==> config.mk <==
export PLATFORM = sky130hd
export DESIGN_NAME = dma_steal
export DESIGN_NICKNAME = d
export VERILOG_FILES = /design/src/rtl/dma_steal_pkg.sv /design/src/rtl/dma_engine.sv /design/src/rtl/dma_regs.sv /design/src/rtl/dma_arbiter.sv /design/src/rtl/dma_steal.sv
export SDC_FILE = /design/constraint.sdc
export NUM_CORES = 1
export LEC_CHECK = 0
export BUFFER_PORTS_ARGS = -buffer_cell sky130_fd_sc_hd__buf_2
export CAP_MARGIN = 20
export CORE_MARGIN = 2
export CORE_UTILIZATION = 40
export DETAILED_ROUTE_END_ITERATION = 7
export PLACE_DENSITY_LB_ADDON = 0.1
export SLEW_MARGIN = 10
export SYNTH_ARGS = -nofsm -noshare
export SYNTH_HDL_FRONTEND = slang
export SYNTH_SLANG_ARGS = --single-unit
==> constraint.sdc <==
create_clock -name clk -period 2 [get_ports clk]
set_input_delay 0.3 -clock clk [delete_from_list [all_inputs] [get_ports clk]]
set_output_delay 0.3 -clock clk [all_outputs]
set_load 0.01 [all_outputs]
==> src/rtl/dma_steal_pkg.sv <==
package dma_steal_pkg;

    localparam logic [1:0] SEL_COUNT = 2'd0;
    localparam logic [1:0] SEL_ADDR  = 2'd1;
    localparam logic [1:0] SEL_DATA  = 2'd2;
    localparam logic [1:0] SEL_CTRL  = 2'd3;

    localparam int BIT_BUSY = 0;
    localparam int BIT_DONE = 1;
    localparam int BIT_ERR  = 2;
    localparam int BIT_DIR  = 3;
    localparam int BIT_GO   = 4;

    typedef enum logic [2:0] {
        ENG_IDLE,
        ENG_WAIT,
        ENG_BUS,
        ENG_CAPT,
        ENG_GAP
    } eng_state_t;

    typedef struct packed {
        logic step;
        logic buf_load;
        logic buf_from_mem;
        logic finish;
        logic fail;
        logic dev_ack;
    } eng_ctl_t;

    function automatic logic [3:0] pack_status(logic busy, logic done,
                                               logic err, logic dir);
        return {dir, err, done, busy};
    endfunction

endpackage

==> src/rtl/dma_engine.sv <==
module dma_engine
    import dma_steal_pkg::*;
(
    input  logic     clk,
    input  logic     rst,
    input  logic     go,
    input  logic     dir,
    input  logic     cnt_last,
    input  logic     dev_req,
    input  logic     dev_err,
    output logic     busy,
    output logic     dma_req,
    output logic     dma_we,
    output eng_ctl_t ctl
);

    eng_state_t st, st_nx;

    always_ff @(posedge clk) begin
        if (rst) st <= ENG_IDLE;
        else     st <= st_nx;
    end

    always_comb begin
        st_nx = st;
        unique case (st)
            ENG_IDLE: if (go) st_nx = ENG_WAIT;
            ENG_WAIT: begin
                if (dev_err)      st_nx = ENG_IDLE;
                else if (dev_req) st_nx = ENG_BUS;
            end
            ENG_BUS:  st_nx = dir ? ENG_CAPT : ENG_GAP;
            ENG_CAPT: st_nx = ENG_GAP;
            ENG_GAP:  st_nx = cnt_last ? ENG_IDLE : ENG_WAIT;
            default:  st_nx = ENG_IDLE;
        endcase
    end

    always_comb begin
        ctl              = '0;
        ctl.step         = (st == ENG_GAP);
        ctl.dev_ack      = (st == ENG_GAP);
        ctl.finish       = (st == ENG_GAP) && cnt_last;
        ctl.fail         = (st == ENG_WAIT) && dev_err;
        ctl.buf_from_mem = (st == ENG_CAPT);
        ctl.buf_load     = (st == ENG_CAPT) ||
                           ((st == ENG_WAIT) && dev_req && !dev_err && !dir);
    end

    assign busy    = (st != ENG_IDLE);
    assign dma_req = (st == ENG_BUS);
    assign dma_we  = !dir;

endmodule

==> src/rtl/dma_regs.sv <==
module dma_regs
    import dma_steal_pkg::*;
#(
    parameter int ADDR_W = 16,
    parameter int DATA_W = 32,
    parameter int CNT_W  = 16
) (
    input  logic              clk,
    input  logic              rst,
    input  logic              wr,
    input  logic [1:0]        sel,
    input  logic [DATA_W-1:0] wdata,
    output logic [DATA_W-1:0] rdata,
    input  logic              busy,
    input  eng_ctl_t          ctl,
    input  logic [DATA_W-1:0] buf_in,
    output logic [CNT_W-1:0]  count,
    output logic [ADDR_W-1:0] addr,
    output logic [DATA_W-1:0] buffer,
    output logic              dir,
    output logic              go,
    output logic              cnt_last,
    output logic              irq
);

    logic done, err;
    logic ctrl_wr, start_cmd;

    assign ctrl_wr   = wr && (sel == SEL_CTRL);
    assign start_cmd = ctrl_wr && wdata[BIT_GO] && !busy;
    assign go        = start_cmd && (count != '0);
    assign cnt_last  = (count == CNT_W'(1));
    assign irq       = done || err;

    always_ff @(posedge clk) begin
        if (rst) begin
            count  <= '0;
            addr   <= '0;
            buffer <= '0;
            dir    <= 1'b0;
            done   <= 1'b0;
            err    <= 1'b0;
        end else begin
            if (wr && !busy) begin
                unique case (sel)
                    SEL_COUNT: count  <= wdata[CNT_W-1:0];
                    SEL_ADDR:  addr   <= wdata[ADDR_W-1:0];
                    SEL_DATA:  buffer <= wdata;
                    SEL_CTRL:  dir    <= wdata[BIT_DIR];
                    default:   ;
                endcase
            end
            if (ctrl_wr && wdata[BIT_DONE]) done <= 1'b0;
            if (ctrl_wr && wdata[BIT_ERR])  err  <= 1'b0;
            if (start_cmd) begin
                done <= (count == '0);
                err  <= 1'b0;
            end
            if (ctl.step) begin
                count <= count - CNT_W'(1);
                addr  <= addr + ADDR_W'(1);
            end
            if (ctl.buf_load) buffer <= buf_in;
            if (ctl.finish)   done   <= 1'b1;
            if (ctl.fail)     err    <= 1'b1;
        end
    end

    always_comb begin
        unique case (sel)
            SEL_COUNT: rdata = DATA_W'(count);
            SEL_ADDR:  rdata = DATA_W'(addr);
            SEL_DATA:  rdata = buffer;
            default:   rdata = DATA_W'(pack_status(busy, done, err, dir));
        endcase
    end

endmodule

==> src/rtl/dma_arbiter.sv <==
module dma_arbiter #(
    parameter int ADDR_W = 16,
    parameter int DATA_W = 32
) (
    input  logic              dma_req,
    input  logic              dma_we,
    input  logic [ADDR_W-1:0] dma_addr,
    input  logic [DATA_W-1:0] dma_wdata,
    input  logic              cpu_req,
    input  logic              cpu_we,
    input  logic [ADDR_W-1:0] cpu_addr,
    input  logic [DATA_W-1:0] cpu_wdata,
    output logic              cpu_gnt,
    output logic              mem_en,
    output logic              mem_we,
    output logic [ADDR_W-1:0] mem_addr,
    output logic [DATA_W-1:0] mem_wdata
);

    assign cpu_gnt = cpu_req && !dma_req;

    always_comb begin
        if (dma_req) begin
            mem_en    = 1'b1;
            mem_we    = dma_we;
            mem_addr  = dma_addr;
            mem_wdata = dma_wdata;
        end else begin
            mem_en    = cpu_req;
            mem_we    = cpu_req && cpu_we;
            mem_addr  = cpu_addr;
            mem_wdata = cpu_wdata;
        end
    end

endmodule

==> src/rtl/dma_steal.sv <==
module dma_steal
    import dma_steal_pkg::*;
#(
    parameter int ADDR_W = 16,
    parameter int DATA_W = 32,
    parameter int CNT_W  = 16
) (
    input  logic              clk,
    input  logic              rst,
    input  logic              reg_wr,
    input  logic [1:0]        reg_sel,
    input  logic [DATA_W-1:0] reg_wdata,
    output logic [DATA_W-1:0] reg_rdata,
    input  logic              cpu_req,
    input  logic              cpu_we,
    input  logic [ADDR_W-1:0] cpu_addr,
    input  logic [DATA_W-1:0] cpu_wdata,
    output logic              cpu_gnt,
    output logic              mem_en,
    output logic              mem_we,
    output logic [ADDR_W-1:0] mem_addr,
    output logic [DATA_W-1:0] mem_wdata,
    input  logic [DATA_W-1:0] mem_rdata,
    input  logic              dev_req,
    input  logic [DATA_W-1:0] dev_wdata,
    output logic [DATA_W-1:0] dev_rdata,
    output logic              dev_ack,
    input  logic              dev_err,
    output logic              irq
);

    logic              busy, dma_req, dma_we, go, dir, cnt_last;
    logic              step;
    eng_ctl_t          ctl;
    logic [CNT_W-1:0]  count;
    logic [ADDR_W-1:0] addr;
    logic [DATA_W-1:0] buffer, buf_in;

    assign buf_in    = ctl.buf_from_mem ? mem_rdata : dev_wdata;
    assign step      = ctl.step;
    assign dev_ack   = ctl.dev_ack;
    assign dev_rdata = buffer;

    dma_regs #(.ADDR_W(ADDR_W), .DATA_W(DATA_W), .CNT_W(CNT_W)) u_regs (
        .clk(clk), .rst(rst), .wr(reg_wr), .sel(reg_sel), .wdata(reg_wdata),
        .rdata(reg_rdata), .busy(busy), .ctl(ctl), .buf_in(buf_in),
        .count(count), .addr(addr), .buffer(buffer), .dir(dir), .go(go),
        .cnt_last(cnt_last), .irq(irq)
    );

    dma_engine u_eng (
        .clk(clk), .rst(rst), .go(go), .dir(dir), .cnt_last(cnt_last),
        .dev_req(dev_req), .dev_err(dev_err), .busy(busy),
        .dma_req(dma_req), .dma_we(dma_we), .ctl(ctl)
    );

    dma_arbiter #(.ADDR_W(ADDR_W), .DATA_W(DATA_W)) u_arb (
        .dma_req(dma_req), .dma_we(dma_we), .dma_addr(addr),
        .dma_wdata(buffer), .cpu_req(cpu_req), .cpu_we(cpu_we),
        .cpu_addr(cpu_addr), .cpu_wdata(cpu_wdata), .cpu_gnt(cpu_gnt),
        .mem_en(mem_en), .mem_we(mem_we), .mem_addr(mem_addr),
        .mem_wdata(mem_wdata)
    );

endmodule

# [Word-level counts from Yosys, hierarchy flattened]
# Cells that the tools add are included.
[word_totals] romBits=0 ram_bits=0 in_bits=153 latchBits=0 reg_bits=70 word_cells=83 n_memories=0
[classes] shift=0 n_lt_le_gt_ge=0 n_addsub=2 bitwise_logic=0 n_mux=27 mul=0 div_mod_pow=0 eq_ne=10 reduce_logical=37
[op_table] op="two-way mux 32 bit" n=5
[op_table] op="two-way mux 16 bit" n=7
[op_table] op="one-hot mux 32 bit (3 select lines)" n=1
[op_table] op="adder 16 x 1 -> 16 bit (second input constant)" n=1
[op_table] op="== test 16 x 1 -> 1 bit (second input constant)" n=1
[op_table] op="logical NOT 16 bit" n=1
[op_table] op="nonzero test 16 bit" n=1
[op_table] op="subtractor 16 x 1 -> 16 bit (second input constant)" n=1
[op_table] op="one-hot mux 3 bit (5 select lines)" n=1
[op_table] op="logical AND 1 bit" n=14
[op_table] op="two-way mux 3 bit" n=4
[op_table] op="AND reduction 2 bit" n=5
[op_table] op="nonzero test 2 bit" n=5
[op_table] op="two-way mux 1 bit" n=9
[op_table] op="nonzero test 3 bit" n=3
[op_table] op="== test 3 x 2 -> 1 bit (second input constant)" n=2
[op_table] op="== test 2 bit (second input constant)" n=2
[op_table] op="logical NOT 1 bit" n=4
[op_table] op="== test 3 x 1 -> 1 bit (second input constant)" n=1
[op_table] op="== test 3 bit (second input constant)" n=1
[op_table] op="logical NOT 3 bit" n=1
[op_table] op="!= test 3 bit (second input constant)" n=1
[op_table] op="== test 2 x 1 -> 1 bit (second input constant)" n=1
[op_table] op="logical NOT 2 bit" n=1
[op_table] op="2 further kinds" n=3

# [Logic depth before layout (Yosys ltp)]
[logic_depth] depth_word=7 mapped_depth=9 mapped_depth_nobuf=6

# [Modules after synthesis]
# A second synthesis with hierarchy kept.
[unflattened] cells_unflattened=602 hier_area_um2=5720.5
[by_module_without_submodules] mod="dma_regs" n_inst=1 cells_per_inst=481 area_per_inst_um2=4105.2
[by_module_without_submodules] mod="dma_arbiter" n_inst=1 cells_per_inst=57 area_per_inst_um2=848.3
[by_module_without_submodules] mod="dma_steal" n_inst=1 cells_per_inst=36 area_per_inst_um2=544.3
[by_module_without_submodules] mod="dma_engine" n_inst=1 cells_per_inst=28 area_per_inst_um2=222.7

# [Least setup slack after synthesis]
# No wires, ideal clock.
[synth_path] kind="register to output" startpoint="register u_eng.st[1]" endpoint="output mem_addr[0]" path_slack_ps=202 path_buffers=2 arrival_time_ps=1498 stages_incl_launch_ff=6 required_ps=1700 path_cell_list="dfxtp_1 > buf_2 > inv_1 > nor3_1 > buf_2 > mux2_2"
[synth_between] elab_chain_cells=2
[synth_rtl] element="start: declaration" line="dma_engine.sv:17" rtl="eng_state_t st, st_nx;"
[synth_rtl] element="start signal: assignment" line="dma_engine.sv:21" rtl="else st <= st_nx;"
[synth_rtl] element="== test 3 x 2 -> 1 bit" line="dma_engine.sv:51" rtl="assign dma_req = (st == ENG_BUS);"
[synth_rtl] element="two-way mux 16 bit" line="dma_arbiter.sv:23" rtl="if (dma_req) begin"
[synth_rtl] element="end: declaration" line="dma_steal.sv:21" rtl="output logic [ADDR_W-1:0] mem_addr,"
# No other way between the ends.

# [Worst setup path after layout]
[layout_path] startpoint="register u_eng.st[1]" endpoint="output reg_rdata[0]"
[layout_between] elab_chain_cells=2
[layout_rtl] element="nonzero test 3 bit" line="dma_engine.sv:50" rtl="assign busy = (st != ENG_IDLE);"
[layout_rtl] element="one-hot mux 32 bit (3 select lines)" line="dma_regs.sv:70" rtl="unique case (sel)"
[layout_rtl] element="end: declaration" line="dma_steal.sv:13" rtl="output logic [DATA_W-1:0] reg_rdata,"
# No other way between the ends.

==> results.md <==
* Outcome: finished with violations
* Violated checks: negative setup slack
* Cell family with most CP delay: multiplexers
* Routed Antenna Nets at 0
* Critical Path RT at 1.70 ns
* H-tree depth at 3
* Worst Hold Class: primary input to flip-flop
* Buf/Inv on CP at 2
* Fin nets at 1024
* EDFF count, synth at 0
* Largest net degree at the start of global routing at 65
* Final setup fails at 49
* Die H at 116.5 um
* Period utilization at 103.8%
* Via count at 5718
* Core ar. at 12470 um2
* CTS root buf: clkbuf_16
* RSZ-0062 raised after global routing: yes
* CP max stage delay at 0.50 ns
* Worst Path Class, Setup: flip-flop to output port
* Port bufs at 269
* Slew Limit Fails at 0
* GP Congestion at 0.9078
* Max cap viols at 0
* WL final at 19950 um
* Initial antenna violation count at 1
* Vias in the first global route at 5451
* Syn Std Cell Area at 5062 um2
* GR Util All Layers at 27.72%
* HPWL after DPL at 14570 um
* Syn Nets at 740
* Critical Path Start Type: flip-flop
* Io pins at 270
* Cells after synthesis at 584
* Synth Area per Inst at 8.668 um2
* Worst Max-Slew Pin Slew at 0.6715 ns
* Final worst setup slack at -0.07605 ns
* Crit path from: u_eng.st[1]
* Dominant synthesized flop cell: dfxtp_1
* Initial core utilization at 40.61%
* CTS max path bufs at 2
* Max Clk Rate at 481.7 MHz
* Synth area leaders: dfxtp_1 28%, mux2_2 15%, mux2i_1 9.1%
* Design area at 7679 um2
* Post-synth cell types at 61
* CTS tree: done
* Routed vias/inst at 5.467
* Die Footprint at 13570 um2
* CP Cell Sequence: buf_12 > or3_4 > mux4_2 > buf_6
* Clock Skews at 0.008379 ns
* First-pass GRT wire length at 28840 um
* Clock latency on the worst-skew pair at 0.33 ns
* CTS Buf Count at 9
* Final Hold Fails at 0
* Nature of the critical path endpoint: output port
* DRT iter0 DRCs at 411
* Clock Sinks at 70
* Synth warn at 0
* Area leader, netlist: dfxtp_1
* Worst VDD drop at 417.0 uV
* P_leak at 0.003415 uW
* Placed cell areas at 6699 um2
* Min-delay src: reg_wdata[8]
* Commonest non-fill, non-tap cell in the layout: buf_2
* DRC viols at 0
* Filler cell count at 1102
* First drt pass iteration count at 5
* Num rows at 41
* Crit-path max FO at 4
* Wire length per cell at 19.07 um
* Post-synth ARST share at 0%
* Layout Area Growth over Synthesis at 51.68%
* Sequential element share of the synthesized area at 27.68%
* Crit path time final at 2.076 ns
* Gr ovfl total at 0
* Fin Hold WS at 0.2549 ns
* CP arrival at 1.78 ns
* Layout cells sized above 1 at 49.37%
* Clk slew on worst S/H paths at 0.06 ns
* Slowest cell on crit path: mux4_2
* Rel. slew slack at 55.23%
* Commonest cells after routing, fill and taps aside: 235 x buf_2, 67 x dfxtp_1, 55 x nor2_1, 46 x mux2i_1
* Die X at 116.5 um
* Reg-to-Reg Start: u_regs.count[9]
* Top-area cell type share of the netlist area at 27.68%
* Synthesized flop and latch total at 70
* Cell Pwr Density at 574.3 nW/um2
-- power by group --
| part | switching, uW | internal [uW] |
|---|---|---|
| logic | 425 | 479 |
| clock network | 627 | 1350 |
| registers | 81.5 | 1450 |
-- routing by layer --
metal	track usage (%)	share of wire, %	up-vias
li1	-	-	2747
met5	0	0	-
met2	46.47	49	291
met1	35.50	41	2639
met4	10.40	2.6	0
met3	5.189	7.2	41
-- logic make-up (layout without fill, tap and decap cells) --
group	after synthesis	count (layout)	synth area share (%)
flip-flops	70	70	27.68
other	0	1	0
AO/OA/AOI/OAI	134	134	17.03
adder cells (fa/ha/maj)	3	3	0.7416
multiplexers	130	130	28.67
XOR/XNOR	6	6	1.038
buffers and inverters	53	342	5.264
AND/OR/NAND/NOR	188	188	19.58
-- worst reg2reg max path: stages (launching register included) --
cell	delay [ns]
dfxtp_1	0.36
nor4_1	0.42
and4b_1	0.37
nor4b_2	0.32
buf_4	0.19
nand2_1	0.06
o21ai_1	0.12
-- cells in the mapped netlist, drive strengths merged (6+ instances only) --
master	count
mux2	80
dfxtp	70
nor2	55
mux2i	46
a211oi	39
nand2	35
a21oi	31
o21ai	30
buf	25
clkbuf	21
and2	18
nand3	18
nor3	11
inv	7
nand4	7
nor4	7
a31oi	6
and3	6
nor2b	6
or3	6
-- what timing repair did --
action | CTS | global route
pin swaps | 1 | 2
resized for setup | 57 | 34
buffers inserted | 6 | 6
setup endpoints to repair | 53 | 53
hold buffers | 0 | 0
gates cloned | 3 | 2
-- final cells by class --
type                    instances  area, um2  share of cell area (%)
clock inverters                 6      133.9                   1.744
inverters                       7      31.28                  0.4074
multi-input cells             461       3557                   46.33
repair buffers                319       2100                   27.34
well taps                     172      215.2                   2.803
diodes                          1      2.502                 0.03259
flip-flops and latches         70       1410                   18.36
clock buffers                  10      229.0                   2.982
-- state kept, by name (all words and copies together) (netlist names) --
| name | cells |
|---|---|
| u_regs.addr | 16 |
| u_regs.done | 1 |
| u_eng.st | 3 |
| u_regs.buffer | 32 |
| u_regs.count | 16 |
| u_regs.dir | 1 |
| u_regs.err | 1 |
-- per-stage QoR --
step	setup WS [ns]	setup TNS, ns	instances	power (uW)	utilization, %
CTS	-0.07363	-1.878	1037	4391	59.66
global placement	0.09299	0	1012	2360	53.74
finish	-0.07605	-1.852	1046	4410	61.60
global route	-0.1126	-3.903	1046	4580	61.60
detailed placement	0.02196	0	1012	2370	53.74
floorplan	0.2018	0	584	1966	-
-- path summary, 6_finish.rpt --
kind	to	slack (ns)	cells after the start
max	reg_rdata[0]	-0.08	4
min	u_regs.count[8]	0.25	3
max reg2reg	u_regs.done	0.09	6
min reg2reg	u_eng.st[2]	0.50	1
No activity file was read; power rests on OpenSTA's default activity.
